--- config.mk ---
export PLATFORM = sky130hd
export DESIGN_NAME = pio_strobe_timer
export DESIGN_NICKNAME = d
export VERILOG_FILES = /design/src/rtl/pio_tim_pkg.sv /design/src/rtl/pio_timing_bank.sv /design/src/rtl/pio_ready_watch.sv /design/src/rtl/pio_phase_seq.sv /design/src/rtl/pio_strobe_timer.sv
export SDC_FILE = /design/constraint.sdc
export NUM_CORES = 1
export LEC_CHECK = 0
export BUFFER_PORTS_ARGS = -buffer_cell sky130_fd_sc_hd__buf_2
export CORE_MARGIN = 4
export CORE_UTILIZATION = 50
export CTS_BUF_LIST = sky130_fd_sc_hd__clkbuf_8
export CTS_CLUSTER_DIAMETER = 60
export CTS_CLUSTER_SIZE = 28
export DETAILED_ROUTE_END_ITERATION = 10
export PLACE_DENSITY = 0.72
export RECOVER_POWER = 25
export SLEW_MARGIN = 20
export SYNTH_ARGS = -nofsm -noshare
export SYNTH_HDL_FRONTEND = slang
export SYNTH_SLANG_ARGS = --single-unit
export TNS_END_PERCENT = 50
--- constraint.sdc ---
create_clock -name clk -period 4.85 [get_ports clk]
set_input_delay 0.2425 -clock clk [delete_from_list [all_inputs] [get_ports clk]]
set_output_delay 0.2425 -clock clk [all_outputs]
set_load 0.05 [all_outputs]
--- src/rtl/pio_tim_pkg.sv ---
// Shared types and helpers for the PIO strobe timer.
// Assumes the fixed timing-word field layout used by software.
package pio_tim_pkg;

    // One decoded timing set.
    typedef struct packed {
        logic [3:0] setup;
        logic [5:0] active;
        logic [5:0] recov;
        logic [2:0] hold;
    } tim_set_t;

    // Access phases.
    typedef enum logic [2:0] {
        PH_IDLE   = 3'd0,
        PH_SETUP  = 3'd1,
        PH_ACTIVE = 3'd2,
        PH_HOLD   = 3'd3,
        PH_RECOV  = 3'd4
    } phase_t;

    // Phase counter wide enough for the longest phase (64 clocks).
    localparam int CNT_W = 7;

    // Timing word reset value: setup 6, active 19, recovery 15, hold 2.
    localparam logic [31:0] TIM_RESET_WORD =
        (32'd6 << 27) | (32'd19 << 20) | (32'd15 << 13) | (32'd2 << 9);

    // Extract the fields of a timing word.
    function automatic tim_set_t tim_unpack(input logic [31:0] w);
        tim_set_t t;
        t.setup  = w[30:27];
        t.active = w[25:20];
        t.recov  = w[18:13];
        t.hold   = w[11:9];
        return t;
    endfunction

endpackage

--- src/rtl/pio_timing_bank.sv ---
// Holds the regular and fast timing words and tracks the addressed device.
// Chooses the set for an access being accepted this cycle; a device/head
// write applies its own device select to itself.
module pio_timing_bank
    import pio_tim_pkg::*;
#(
    parameter int DEV_BIT = 4
) (
    input  logic        clk,
    input  logic        rst_n,
    input  logic        ld_regular,
    input  logic        ld_fast,
    input  logic [31:0] ld_word,
    input  logic        fast_dev,
    input  logic        acc_go,
    input  logic        acc_write,
    input  logic        acc_devhead,
    input  logic [7:0]  acc_wdata,
    output tim_set_t    eff_set,
    output logic        dev_now
);
    logic [31:0] regular_q;
    logic [31:0] fast_q;
    logic        dev_q;
    logic        dh_wr;
    logic        eff_dev;
    logic        unused_bits;

    assign dh_wr   = acc_go && acc_write && acc_devhead;
    assign eff_dev = dh_wr ? acc_wdata[DEV_BIT] : dev_q;

    // Timing word storage with independent load strobes.
    always_ff @(posedge clk) begin
        if (!rst_n) begin
            regular_q <= TIM_RESET_WORD;
            fast_q    <= TIM_RESET_WORD;
        end else begin
            if (ld_regular) regular_q <= ld_word;
            if (ld_fast)    fast_q    <= ld_word;
        end
    end

    // Device tracking from accepted device/head writes.
    always_ff @(posedge clk) begin
        if (!rst_n)     dev_q <= 1'b0;
        else if (dh_wr) dev_q <= acc_wdata[DEV_BIT];
    end

    // Set selection for the access being accepted.
    always_comb begin
        eff_set = tim_unpack((eff_dev == fast_dev) ? fast_q : regular_q);
    end

    assign dev_now     = dev_q;
    assign unused_bits = ^{acc_wdata, regular_q, fast_q};
endmodule

--- src/rtl/pio_ready_watch.sv ---
// Counts strobe-stretch clocks while ready is low and flags a timeout.
// Assumes 'armed' is high only for the strobe phase past its programmed count.
module pio_ready_watch #(
    parameter int RDYT_W = 4
) (
    input  logic              clk,
    input  logic              rst_n,
    input  logic [RDYT_W-1:0] rdyt,
    input  logic              armed,
    input  logic              tmo_clr,
    output logic              expire,
    output logic              tmo_sticky
);
    localparam int TMO_W = RDYT_W + 3;

    logic [TMO_W-1:0] limit;
    logic [TMO_W-1:0] wcnt;

    assign limit  = {rdyt, 3'b000} + TMO_W'(1);
    assign expire = armed && (wcnt == limit);

    // Stretch counter, cleared whenever the wait is not armed.
    always_ff @(posedge clk) begin
        if (!rst_n || !armed) wcnt <= '0;
        else                  wcnt <= wcnt + TMO_W'(1);
    end

    // Sticky timeout flag; a new timeout beats a clear.
    always_ff @(posedge clk) begin
        if (!rst_n)       tmo_sticky <= 1'b0;
        else if (expire)  tmo_sticky <= 1'b1;
        else if (tmo_clr) tmo_sticky <= 1'b0;
    end
endmodule

--- src/rtl/pio_phase_seq.sv ---
// Phase sequencer: setup, strobe, hold (writes only) and recovery.
// Captures the timing set at acceptance; ready and expire steer the strobe end.
module pio_phase_seq
    import pio_tim_pkg::*;
(
    input  logic     clk,
    input  logic     rst_n,
    input  logic     req,
    input  logic     req_write,
    input  tim_set_t eff_set,
    input  logic     rdy,
    input  logic     expire,
    output logic     acc_go,
    output logic     armed,
    output logic     req_ready,
    output logic     strobe_rd,
    output logic     strobe_wr,
    output logic     data_oe,
    output logic     ack
);
    phase_t           ph;
    logic [CNT_W-1:0] cnt;
    tim_set_t         cur;
    logic             wr_q;
    logic             ack_q;
    logic             cnt_zero;
    logic             strobe_end;

    assign cnt_zero   = (cnt == '0);
    assign acc_go     = (ph == PH_IDLE) && req;
    assign armed      = (ph == PH_ACTIVE) && cnt_zero && !rdy;
    assign strobe_end = (ph == PH_ACTIVE) && cnt_zero && (rdy || expire);

    // Phase state, phase counter and captured access attributes.
    always_ff @(posedge clk) begin
        if (!rst_n) begin
            ph    <= PH_IDLE;
            cnt   <= '0;
            cur   <= '0;
            wr_q  <= 1'b0;
            ack_q <= 1'b0;
        end else begin
            ack_q <= 1'b0;
            unique case (ph)
                PH_IDLE: if (req) begin
                    ph   <= PH_SETUP;
                    cnt  <= CNT_W'(eff_set.setup) + CNT_W'(1);
                    cur  <= eff_set;
                    wr_q <= req_write;
                end
                PH_SETUP: if (cnt_zero) begin
                    ph  <= PH_ACTIVE;
                    cnt <= CNT_W'(cur.active);
                end else begin
                    cnt <= cnt - CNT_W'(1);
                end
                PH_ACTIVE: if (!cnt_zero) begin
                    cnt <= cnt - CNT_W'(1);
                end else if (strobe_end) begin
                    if (wr_q && (cur.hold != 3'd0)) begin
                        ph  <= PH_HOLD;
                        cnt <= CNT_W'(cur.hold) - CNT_W'(1);
                    end else begin
                        ph    <= PH_RECOV;
                        cnt   <= CNT_W'(cur.recov);
                        ack_q <= 1'b1;
                    end
                end
                PH_HOLD: if (cnt_zero) begin
                    ph    <= PH_RECOV;
                    cnt   <= CNT_W'(cur.recov);
                    ack_q <= 1'b1;
                end else begin
                    cnt <= cnt - CNT_W'(1);
                end
                PH_RECOV: if (cnt_zero) ph <= PH_IDLE;
                          else          cnt <= cnt - CNT_W'(1);
                default: ph <= PH_IDLE;
            endcase
        end
    end

    assign req_ready = (ph == PH_IDLE);
    assign strobe_rd = (ph == PH_ACTIVE) && !wr_q;
    assign strobe_wr = (ph == PH_ACTIVE) && wr_q;
    assign data_oe   = wr_q && (ph == PH_SETUP || ph == PH_ACTIVE || ph == PH_HOLD);
    assign ack       = ack_q;
endmodule

--- src/rtl/pio_strobe_timer.sv ---
// Top: dual-set PIO strobe timing generator for a two-device channel.
// Assumes inputs are synchronous to clk; rdy is sampled at each edge.
module pio_strobe_timer
    import pio_tim_pkg::*;
#(
    parameter int RDYT_W  = 4,
    parameter int DEV_BIT = 4
) (
    input  logic              clk,
    input  logic              rst_n,
    input  logic              tim_ld_regular,
    input  logic              tim_ld_fast,
    input  logic [31:0]       tim_ld_word,
    input  logic              fast_dev,
    input  logic [RDYT_W-1:0] rdyt,
    input  logic              tmo_clr,
    input  logic              req,
    input  logic              req_write,
    input  logic              req_devhead,
    input  logic [7:0]        req_wdata,
    input  logic              rdy,
    output logic              req_ready,
    output logic              strobe_rd,
    output logic              strobe_wr,
    output logic              data_oe,
    output logic              ack,
    output logic              dev_sel,
    output logic              tmo_flag
);
    tim_set_t eff_set;
    logic     acc_go;
    logic     armed;
    logic     expire;

    pio_timing_bank #(.DEV_BIT(DEV_BIT)) u_bank (
        .clk         (clk),
        .rst_n       (rst_n),
        .ld_regular  (tim_ld_regular),
        .ld_fast     (tim_ld_fast),
        .ld_word     (tim_ld_word),
        .fast_dev    (fast_dev),
        .acc_go      (acc_go),
        .acc_write   (req_write),
        .acc_devhead (req_devhead),
        .acc_wdata   (req_wdata),
        .eff_set     (eff_set),
        .dev_now     (dev_sel)
    );

    pio_phase_seq u_seq (
        .clk       (clk),
        .rst_n     (rst_n),
        .req       (req),
        .req_write (req_write),
        .eff_set   (eff_set),
        .rdy       (rdy),
        .expire    (expire),
        .acc_go    (acc_go),
        .armed     (armed),
        .req_ready (req_ready),
        .strobe_rd (strobe_rd),
        .strobe_wr (strobe_wr),
        .data_oe   (data_oe),
        .ack       (ack)
    );

    pio_ready_watch #(.RDYT_W(RDYT_W)) u_watch (
        .clk        (clk),
        .rst_n      (rst_n),
        .rdyt       (rdyt),
        .armed      (armed),
        .tmo_clr    (tmo_clr),
        .expire     (expire),
        .tmo_sticky (tmo_flag)
    );
endmodule

==> results of run 1 <==
==> Yosys cell counts, types with 2 or more instances <==
master | instances | area [um2]
sky130_fd_sc_hd__a211oi_1 | 2 | 15.01
sky130_fd_sc_hd__a21oi_1 | 6 | 30.03
sky130_fd_sc_hd__a221o_1 | 3 | 30.03
sky130_fd_sc_hd__a222oi_1 | 2 | 20.02
sky130_fd_sc_hd__a22oi_1 | 3 | 22.52
sky130_fd_sc_hd__a31oi_1 | 5 | 31.28
sky130_fd_sc_hd__a41o_1 | 2 | 20.02
sky130_fd_sc_hd__and3_1 | 4 | 25.02
sky130_fd_sc_hd__buf_1 | 2 | 7.510
sky130_fd_sc_hd__buf_2 | 4 | 20.02
sky130_fd_sc_hd__clkbuf_1 | 18 | 67.56
sky130_fd_sc_hd__dfxtp_1 | 74 | 1481
sky130_fd_sc_hd__ha_1 | 6 | 75.07
sky130_fd_sc_hd__inv_1 | 7 | 26.28
sky130_fd_sc_hd__inv_2 | 2 | 7.510
sky130_fd_sc_hd__mux2i_1 | 58 | 580.6
sky130_fd_sc_hd__nand2_1 | 54 | 202.7
sky130_fd_sc_hd__nand2b_1 | 6 | 37.54
sky130_fd_sc_hd__nand3_1 | 12 | 60.06
sky130_fd_sc_hd__nor2_1 | 15 | 56.30
sky130_fd_sc_hd__nor2b_1 | 24 | 150.1
sky130_fd_sc_hd__nor3_1 | 4 | 20.02
sky130_fd_sc_hd__nor3b_1 | 3 | 22.52
sky130_fd_sc_hd__nor4_1 | 2 | 12.51
sky130_fd_sc_hd__nor4b_1 | 3 | 26.28
sky130_fd_sc_hd__nor4b_2 | 2 | 30.03
sky130_fd_sc_hd__o2111ai_1 | 2 | 17.52
sky130_fd_sc_hd__o211a_1 | 16 | 160.2
sky130_fd_sc_hd__o211ai_1 | 3 | 22.52
sky130_fd_sc_hd__o21a_1 | 2 | 15.01
sky130_fd_sc_hd__o21ai_0 | 5 | 25.02
sky130_fd_sc_hd__o21ai_1 | 7 | 35.03
sky130_fd_sc_hd__o22ai_1 | 2 | 12.51
sky130_fd_sc_hd__or3_1 | 2 | 12.51
sky130_fd_sc_hd__xnor2_1 | 9 | 78.83
sky130_fd_sc_hd__xor2_1 | 7 | 61.31
==> cell families after synthesis <==
kind of cell | synth area share [%]
XOR/XNOR | 3.797
AND/OR/NAND/NOR | 19.32
buffers and inverters | 3.695
multiplexers | 16.34
adder cells (fa/ha/maj) | 2.034
flip-flops | 40.14
AO/OA/AOI/OAI | 14.68
==> where the power goes <==
part           switching [mW]  total (mW)  internal [mW]
clock network           0.216       0.543          0.327
registers              0.0823       0.766          0.683
logic                   0.370       0.631          0.262
==> metrics by stage <==
stage / worst slack, ns / area (um2)
finish: 1.793 / 4164
global route: 1.394 / 4164
CTS: 1.855 / 4168
detailed placement: 1.897 / 3943
global placement: 1.966 / 3943
floorplan: 1.792 / 3691
==> cell type report <==
cell class / count / area [um2]
Clock buffer: 12 / 165.2
Clock inverter: 2 / 60.06
Fill cell: 682 / 3050
Inverter: 9 / 33.78
Multi-Input combinational cell: 287 / 2073
Sequential cell: 74 / 1481
Tap cell: 99 / 123.9
Timing Repair Buffer: 44 / 226.5
==> worst reg2reg max path, stage by stage (launching register included) <==
cell                      delay [ns]
sky130_fd_sc_hd__dfxtp_1        0.90
sky130_fd_sc_hd__nor4b_4        0.15
sky130_fd_sc_hd__a32o_1         0.30
sky130_fd_sc_hd__nand2_1        0.26
sky130_fd_sc_hd__mux2_2         0.40
sky130_fd_sc_hd__ha_1           0.24
sky130_fd_sc_hd__nor3b_1        0.23
sky130_fd_sc_hd__o21ai_0        0.12
sky130_fd_sc_hd__nor4b_2        0.17
sky130_fd_sc_hd__a21oi_1        0.16
==> final timing paths <==
kind	endpoint	slack, ns	depth (start not counted)
hold / removal	u_bank.regular_q[20]	0.13	3
setup reg to reg	u_seq.cnt[2]	1.84	9
setup / recovery	u_watch.wcnt[5]	1.79	4
hold reg to reg	u_bank.regular_q[20]	0.47	2
==> flip-flops by register name, summed over array words and instances, names as in the netlist, 3 cells and up <==
name,cells
u_watch.wcnt,7
u_seq.ph,3
u_bank.regular_q,19
u_seq.cnt,7
u_bank.fast_q,19
u_seq.cur,15
==> per-layer routing <==
layer | up-vias | GRT usage (%)
met5 | - | 0
met3 | 6 | 3.926
met4 | 0 | 7.942
met1 | 1368 | 24.36
li1 | 1474 | -
met2 | 57 | 28.56
==> impl_metrics.yaml, run 1 <==
timing:
  hold_ws_ns: 0.1314
  fmaxAchievable_mhz: 327.1
  timing.final.setup_violations: 0
  report.final.hold_viol_count: 0
  tightest_pin_transition_ns: 2.818
  clock_skew_ns: 0.007722
  fin_setup_tns_ns: 0
  period_share_pct: 63.04
  unrepaired_setup_endpoints_after_global_routing: "false"
  layout_min_cycle_time_ns: 3.057
  finalMaxSlewViolations: 75
  slew_headroom_pct: -87.88
pwr:
  design_power_total_mw: 1.940
  static-leakage-power_nw: 1.899
  power.density_nw_per_um2: 465.9
  vdd.ir_drop.worst_mv: 0.2375
cts:
  insertion_delay_ns: 0.34
  clockBufferDepth: 2
  clock_edge_transition_at_the_registers_on_the_reported_setup_and_hold_paths_ns: 0.07
  cts_inserted_buffers: 9
  cts.hold.buffers_added: 0
  h_tree_level_count: 3
  post_cts_resize_count: 0
  root_buffer: "sky130_fd_sc_hd__clkbuf_8"
  postCtsSetupBuffers: 0
  tritoncts: "done"
  tritoncts_num_sinks: 74
min_path:
  timing.hold.worst.start: "tim_ld_word[20]"
  min-delay-path-class: "in -> reg"
layout:
  final_cell_mix: "sky130_fd_sc_hd__dfxtp_1, sky130_fd_sc_hd__mux2i_1, sky130_fd_sc_hd__nand2_1"
  insertedDiodeCount: 0
  fin_util_pct: 57.72
  finalNonFillerCells: 527
  area.growth.synth_to_final_pct: 12.81
  final_net_count: 485
  layout-drive-gt1-share_pct: 15.65
  final_common_cell: "sky130_fd_sc_hd__dfxtp_1"
status:
  outcome: "finished, violations left"
  failed_checks: "capacitance limit, slew limit"
route:
  first_pass_iters: 4
  vias: 2905
  detail_route.wirelength.met1_um: 3629
  drc: 0
  detail_route.wl_per_cell_um: 14.67
  first_iter_violations: 151
  met3_wirelength_um: 332
  postRouteAntennaNets: 0
  wirelength_um: 7732
  dr_wl_met2_um: 3692
  top_routing_layer_in_use: "met4"
  drt-vias-per-instance: 5.512
critical_path:
  r2r-start: "u_seq.ph[2]"
  worst-path-max-fanout: 74
  crit_required_ns: 5.11
  crit_family: "buffers and inverters"
  critPathCaptureType: "flop"
  crit_chain: "buf_2 -> clkbuf_1 -> nand3_1 -> nor2_1"
  critical-path-slowest-cell: "sky130_fd_sc_hd__clkbuf_1"
  critical_path.startpoint: "rst_n"
  criticalPathCategory: "in -> reg"
  crit_buf_inv: 2
  critical-path-max-stage-delay_ns: 1.97
  crit_arrival_ns: 3.32
  startpoint_type: "input pin"
placed_design:
  dp.cells: 513
  finalWeightedCongestion: 0.8783
  place.port_buffers: 40
  place.detailed.hpwl_um: 5328
yosys:
  syn_inst: 395
  synthFlopType: "sky130_fd_sc_hd__dfxtp_1"
  syn_avg_cell_area_um2: 9.344
  yosys_register_bits: 74
  synth.yosys.seq_area_share_pct: 40.14
  number_of_enable_type_register_cells_in_the_synthesized_netlist: 0
  syn-num-nets: 455
  postSynth.asyncResetShare_pct: 0
  synth_warnings: 0
  synth_area_um2: 3691
  yosys.cell_types.count: 53
global_route:
  grt_start_max_net_pins: 75
  overflow: 0
  first_global_vias: 2762
  grt_use_total_pct: 18.32
  grt_pass1_wl_um: 12850
  grt_antenna_before_repair: 0
floorplanning:
  die_h_um: 93.92
  std_cell_rows: 31
  die_outline_area_um2: 8821
  dieWidth_um: 93.92
  pin_count: 61
  initial_cell_density_of_the_core_pct: 51.16
  design.core.area_um2: 7214
run:
  drv.max_cap_violation_count: 1
Note: power is estimated with default switching activity, not from simulation.
==> run 2: changes to the inputs <==
--- a/config.mk
+++ b/config.mk
@@ -5,6 +5,7 @@
 export SDC_FILE = /design/constraint.sdc
 export NUM_CORES = 1
 export LEC_CHECK = 0
+export ABC_AREA = 1
 export BUFFER_PORTS_ARGS = -buffer_cell sky130_fd_sc_hd__buf_2
 export CORE_MARGIN = 4
 export CORE_UTILIZATION = 50
@@ -12,7 +13,7 @@
 export CTS_CLUSTER_DIAMETER = 60
 export CTS_CLUSTER_SIZE = 28
 export DETAILED_ROUTE_END_ITERATION = 10
-export PLACE_DENSITY = 0.72
+export PLACE_DENSITY = 0.75
 export RECOVER_POWER = 25
 export SLEW_MARGIN = 20
 export SYNTH_ARGS = -nofsm -noshare
==> constraint.sdc (replaced) <==
create_clock -name clk -period 2.5 [get_ports clk]
set_input_delay 0.125 -clock clk [delete_from_list [all_inputs] [get_ports clk]]
set_output_delay 0.125 -clock clk [all_outputs]
set_load 0.05 [all_outputs]
==> impl_metrics.yaml, run 2 <==
pwr:
  design_power_total_mw: 3.857
  power.density_nw_per_um2: 915.0
  vdd.ir_drop.worst_mv: 0.4795
  static-leakage-power_nw: 2.036
global_route:
  overflow: 0
  grt_start_max_net_pins: 47
  grt_antenna_before_repair: 0
  grt_pass1_wl_um: 14480
  first_global_vias: 3188
  grt_use_total_pct: 20.56
placed_design:
  dpl_cell_area_um2: 3946
  finalWeightedCongestion: 0.8797
  place.detailed.hpwl_um: 5964
  place.port_buffers: 40
  dp.cells: 648
timing:
  period_share_pct: 85.42
  clock_skew_ns: 0.008082
  layout_min_cycle_time_ns: 2.135
  fmaxAchievable_mhz: 468.3
  report.final.hold_viol_count: 0
  timing.final.setup_violations: 0
  fin_setup_tns_ns: 0
  finalMaxSlewViolations: 0
  slew_headroom_pct: 43.69
  tightest_pin_transition_ns: 0.8447
  unrepaired_setup_endpoints_after_global_routing: "false"
yosys:
  post_synth_xor_area_fraction_pct: 1.661
  synth_adder_area_share_pct: 2.034
  share_of_synthesized_area_spent_on_multiplexers_pct: 0
  synth_largest_area_cell: "sky130_fd_sc_hd__dfxtp_1"
  synthTopCellsByArea: "sky130_fd_sc_hd__dfxtp_1, sky130_fd_sc_hd__nand2_1, sky130_fd_sc_hd__nand3_1"
  syn_avg_cell_area_um2: 7.004
  number_of_enable_type_register_cells_in_the_synthesized_netlist: 0
  dominant_combinational_cell_family_by_area_after_synthesis: "simple AND/OR/NAND/NOR gates"
  synth_top_cell_area_share_pct: 40.14
  yosysMostFrequentCell: "sky130_fd_sc_hd__nand2_1"
  synth_area_um2: 3691
  syn-num-nets: 587
  synth_compound_area_share_pct: 11.97
  simple_gate_share_of_the_synthesized_area_pct: 35.73
  synth_top_cells_by_count: "sky130_fd_sc_hd__nand2_1, sky130_fd_sc_hd__dfxtp_1, sky130_fd_sc_hd__nand3_1, sky130_fd_sc_hd__nor2_1, sky130_fd_sc_hd__inv_1"
  yosys_register_bits: 74
  synth.yosys.seq_area_share_pct: 40.14
  synthFlopType: "sky130_fd_sc_hd__dfxtp_1"
  yosys.cell_types.count: 39
  postSynth.asyncResetShare_pct: 0
  syn_inst: 527
  synth_warnings: 0
route:
  vias: 3470
  first_pass_iters: 5
  postRouteAntennaNets: 0
  detail_route.wl_per_cell_um: 12.72
  wirelength_um: 8510
  drc: 0
  drt-vias-per-instance: 5.187
  first_iter_violations: 233
floorplanning:
  die_h_um: 93.92
  std_cell_rows: 31
  initial_cell_density_of_the_core_pct: 51.16
  die_outline_area_um2: 8821
  design.core.area_um2: 7214
  pin_count: 61
  dieWidth_um: 93.92
layout:
  final_common_cell: "sky130_fd_sc_hd__nand2_1"
  final_net_count: 626
  final.fill_count: 710
  postLayoutCellArea_um2: 4215
  register_area_um2: 1481
  biggestRegsByFlops: "u_bank.fast_q (19), u_bank.regular_q (19), u_seq.cur (15)"
  insertedDiodeCount: 0
  area_taken_by_multi_input_logic_gates_um2: 1897
  area.growth.synth_to_final_pct: 14.20
  finalNonFillerCells: 669
  final_cell_mix: "sky130_fd_sc_hd__nand2_1, sky130_fd_sc_hd__dfxtp_1, sky130_fd_sc_hd__nand3_1, sky130_fd_sc_hd__nor2_1, sky130_fd_sc_hd__inv_1"
  layout-drive-gt1-share_pct: 14.39
critical_path:
  critPathCaptureType: "flop"
  crit_arrival_ns: 2.42
  crit_required_ns: 2.79
  worst-path-max-fanout: 9
  criticalPathCategory: "reg -> reg"
  regToRegSetupSlack_ns: 0.36
  startpoint_type: "flop"
cts:
  post_cts_resize_count: 0
  cts.hold.buffers_added: 6
  root_buffer: "sky130_fd_sc_hd__clkbuf_8"
  clock_edge_transition_at_the_registers_on_the_reported_setup_and_hold_paths_ns: 0.08
  cts_inserted_buffers: 9
  tritoncts: "done"
  tritoncts_num_sinks: 74
  insertion_delay_ns: 0.35
  clockBufferDepth: 2
  h_tree_level_count: 3
  postCtsSetupBuffers: 0
min_path:
  min-delay-path-class: "in -> reg"
run:
  drv.max_cap_violation_count: 0
status:
  outcome: "complete, no violations"
[run 2: changes by cell type in the layout (fill, tap and decap cells not counted), moves of 15 or more]
cell | before | now
sky130_fd_sc_hd__inv_1 | 7 | 57
sky130_fd_sc_hd__mux2i_1 | 58 | 0
sky130_fd_sc_hd__nand2_1 | 54 | 127
sky130_fd_sc_hd__nand3_1 | 12 | 61
sky130_fd_sc_hd__nor2_1 | 15 | 61
sky130_fd_sc_hd__nor2b_1 | 24 | 0
sky130_fd_sc_hd__o211a_1 | 16 | 1
sky130_fd_sc_hd__o21ai_0 | 5 | 36
[run 2: path summary, 6_finish.rpt]
kind,cells past startpoint,end,start
setup / recovery,10,u_seq.cnt[1],u_seq.cnt[0]
hold / removal,3,u_bank.regular_q[20],tim_ld_word[20]
setup reg to reg,10,u_seq.cnt[1],u_seq.cnt[0]
hold reg to reg,2,u_bank.fast_q[29],u_bank.fast_q[29]
[run 2: final cells by class]
type	instances	area share, %
sequential	74	35.14
timing repair buffer	48	6.471
clock inverter	3	1.098
tap	99	2.939
multi-input combinational	372	45.00
clock buffer	12	3.918
inverter	61	5.432
[run 2: metal layers]
layer | up-vias | share of wire [%] | GRT usage (%)
li1 | 1778 | - | -
met1 | 1569 | 46 | 25.88
met2 | 108 | 46 | 34.30
met3 | 15 | 6.7 | 4.647
met4 | 0 | 1.6 | 7.461
met5 | - | 0 | 0
[run 2: power breakdown]
| group | internal, mW | switching (mW) | leakage, nW | total, mW |
|---|---|---|---|---|
| registers | 1.35 | 0.149 | 0.612 | 1.50 |
| logic | 0.466 | 0.906 | 1.32 | 1.37 |
| clock network | 0.541 | 0.444 | 0.105 | 0.985 |
[run 2: per-stage QoR]
step	hold slack, ns	worst slack [ns]	utilization [%]
after floorplan	0.2471	0.6292	-
after global placement	0.3467	0.4323	54.70
after detailed placement	0.3546	0.3759	54.70
after CTS	0.003628	0.3600	58.46
after global routing	0.007731	0.1668	58.43
final	0.004449	0.3646	58.43
[run 2: worst max-delay path: stages (launching register included)]
cell	delay [ns]
sky130_fd_sc_hd__dfxtp_1	0.35
sky130_fd_sc_hd__inv_1	0.09
sky130_fd_sc_hd__ha_1	0.23
sky130_fd_sc_hd__nor3b_2	0.18
sky130_fd_sc_hd__nand2_1	0.25
sky130_fd_sc_hd__inv_2	0.15
sky130_fd_sc_hd__nand3_1	0.14
sky130_fd_sc_hd__nand2_1	0.07
sky130_fd_sc_hd__nor2_2	0.31
sky130_fd_sc_hd__o21ai_0	0.15
sky130_fd_sc_hd__a21oi_1	0.15
[run 2: logic make-up (layout without fill, tap and decap cells)]
family / Yosys count / after routing
AOI/OAI and AO/OA: 73 / 73
xor gates and xnor gates: 7 / 7
adders and majority gates: 6 / 6
buffers and inverters: 81 / 124
DFF: 74 / 74
and+or+nand+nor: 286 / 286
==> run 3: changes to the inputs <==
--- a/config.mk
+++ b/config.mk
@@ -8,12 +8,13 @@
 export ABC_AREA = 1
 export BUFFER_PORTS_ARGS = -buffer_cell sky130_fd_sc_hd__buf_2
 export CORE_MARGIN = 4
-export CORE_UTILIZATION = 50
+export CORE_UTILIZATION = 53
 export CTS_BUF_LIST = sky130_fd_sc_hd__clkbuf_8
 export CTS_CLUSTER_DIAMETER = 60
 export CTS_CLUSTER_SIZE = 28
 export DETAILED_ROUTE_END_ITERATION = 10
-export PLACE_DENSITY = 0.75
+export GPL_TIMING_DRIVEN = 0
+export PLACE_DENSITY = 0.79
 export RECOVER_POWER = 25
 export SLEW_MARGIN = 20
 export SYNTH_ARGS = -nofsm -noshare
==> constraint.sdc (replaced) <==
create_clock -name clk -period 2.5 [get_ports clk]
set_input_delay 0.5 -clock clk [delete_from_list [all_inputs] [get_ports clk]]
set_output_delay 0.5 -clock clk [all_outputs]
set_load 0.05 [all_outputs]
==> impl_metrics.yaml, run 3 (same netlist as run 2, synthesis figures left out) <==
layout:
  final_net_count: 635
  final_common_cell: "sky130_fd_sc_hd__nand2_1"
  final_cell_mix: "sky130_fd_sc_hd__nand2_1, sky130_fd_sc_hd__dfxtp_1, sky130_fd_sc_hd__nand3_1, sky130_fd_sc_hd__nor2_1, sky130_fd_sc_hd__inv_1"
  fin_util_pct: 61.86
  insertedDiodeCount: 0
  finalNonFillerCells: 676
  biggestRegsByFlops: "u_bank.fast_q (19), u_bank.regular_q (19), u_seq.cur (15)"
  layout-drive-gt1-share_pct: 14.31
  area.growth.synth_to_final_pct: 13.86
  final.fill_count: 618
floorplanning:
  design.core.area_um2: 6794
  std_cell_rows: 30
  die_h_um: 91.45
  pin_count: 61
  initial_cell_density_of_the_core_pct: 54.33
  die_outline_area_um2: 8363
  dieWidth_um: 91.45
placed_design:
  dp.cells: 660
  place.detailed.hpwl_um: 6599
  place.port_buffers: 37
  finalWeightedCongestion: 0.8974
critical_path:
  path_depth: 12
  reg2regPathDepth: 12
  crit_arrival_ns: 2.37
  regToRegSetupSlack_ns: 0.37
  crit_required_ns: 2.73
  cpMostUsedCell: "sky130_fd_sc_hd__nand2_4"
  r2r-start: "u_seq.ph[0]"
  crit_chain: "nor2_4 -> nand4_2 -> o21bai_4 -> nand2_2 -> nand2_4 -> nand2_4 -> nand2_4 -> nand2_4 -> ha_1 -> or2_1 -> nand3_1 -> a21oi_1"
  crit_family: "simple AND/OR/NAND/NOR gates"
  cp-endpoint: "u_seq.cnt[2]"
  criticalPathCategory: "reg -> reg"
  critical-path-slowest-cell: "sky130_fd_sc_hd__dfxtp_1"
  crit_buf_inv: 0
  startpoint_type: "flop"
  critPathCaptureType: "flop"
  worst-path-max-fanout: 8
  regToRegEndpoint: "u_seq.cnt[2]"
  critical_path.startpoint: "u_seq.ph[0]"
  critical-path-max-stage-delay_ns: 0.39
timing:
  layout_min_cycle_time_ns: 2.132
  fmaxAchievable_mhz: 469.0
  unrepaired_setup_endpoints_after_global_routing: "false"
  slew_headroom_pct: 63.55
  fin_setup_tns_ns: 0
  report.final.hold_viol_count: 0
  period_share_pct: 85.29
  clock_skew_ns: 0.009982
  tightest_pin_transition_ns: 0.5467
  timing.final.setup_violations: 0
  finalMaxSlewViolations: 0
route:
  drc: 0
  postRouteAntennaNets: 0
  vias: 3548
  wirelength_um: 8924
  drt-vias-per-instance: 5.249
  first_iter_violations: 210
  first_pass_iters: 5
  detail_route.wl_per_cell_um: 13.20
pwr:
  vdd.ir_drop.worst_mv: 0.4712
  static-leakage-power_nw: 2.022
  power.density_nw_per_um2: 920.3
global_route:
  overflow: 0
  grt_antenna_before_repair: 0
  grt_start_max_net_pins: 16
  grt_use_total_pct: 21.79
  grt_pass1_wl_um: 14770
  first_global_vias: 3155
cts:
  insertion_delay_ns: 0.35
  tritoncts_num_sinks: 74
  clockBufferDepth: 2
  h_tree_level_count: 3
  tritoncts: "done"
  clock_edge_transition_at_the_registers_on_the_reported_setup_and_hold_paths_ns: 0.09
  postCtsSetupBuffers: 0
  post_cts_resize_count: 0
  cts.hold.buffers_added: 0
  root_buffer: "sky130_fd_sc_hd__clkbuf_8"
  cts_inserted_buffers: 9
min_path:
  min-delay-path-class: "in -> reg"
run:
  drv.max_cap_violation_count: 0
status:
  outcome: "complete, no violations"
==> run 3: per-stage QoR <==
| stage | hold slack [ns] | instance area, um2 | setup slack (ns) | total power, mW |
|---|---|---|---|---|
| floorplan | 0.4292 | 3691 | 0.4529 | 2.540 |
| global placement | 0.4394 | 3996 | 0.3691 | 2.861 |
| detailed placement | 0.4446 | 3996 | 0.3326 | 2.882 |
| finish | 0.3674 | 4203 | 0.3678 | 3.868 |
| CTS | 0.3577 | 4203 | 0.3537 | 3.858 |
| global route | 0.3655 | 4203 | 0.1918 | 4.135 |
==> run 3: layout make-up <==
class,instances,area (um2),share of cell area (%)
Timing Repair Buffer,37,185.2,4.406
Sequential cell,74,1481,35.25
Inverter,61,229.0,5.448
Buffer,20,83.83,1.995
Tap cell,96,120.1,2.858
Multi-Input combinational cell,372,1897,45.13
Clock buffer,9,123.9,2.947
Clock inverter,7,82.58,1.965
==> run 3: power by group <==
| group | internal (mW) | total (mW) | switching [mW] |
|---|---|---|---|
| combinational | 0.469 | 1.40 | 0.935 |
| clock | 0.476 | 0.972 | 0.496 |
| sequential | 1.35 | 1.49 | 0.141 |
| total | 2.30 | 3.87 | 1.57 |
==> run 3: how the worst min path moves through the flow <==
stage,startpoint,end,cells after the start
global route,tim_ld_word[15],u_bank.regular_q[15],3
CTS,tim_ld_word[15],u_bank.fast_q[15],3
detailed placement,u_bank.fast_q[21],u_bank.fast_q[21],2
floorplan,u_bank.fast_q[10],u_bank.fast_q[10],2
finish,tim_ld_word[16],u_bank.fast_q[16],3
global placement,u_bank.fast_q[10],u_bank.fast_q[10],2
==> run 3: worst min-delay path: stages <==
cell and delay, ns:
sky130_fd_sc_hd__buf_2 0.09, sky130_fd_sc_hd__nand2_1 0.04, sky130_fd_sc_hd__nand3_1 0.06
==> run 3: layer usage <==
layer | vias up | track usage, % | routed length, um
met2 | 124 | 34.75 | 4147
li1 | 1805 | - | -
met5 | - | 0 | 0
met1 | 1603 | 29.38 | 4057
met4 | 0 | 7.412 | 153
met3 | 16 | 4.225 | 566
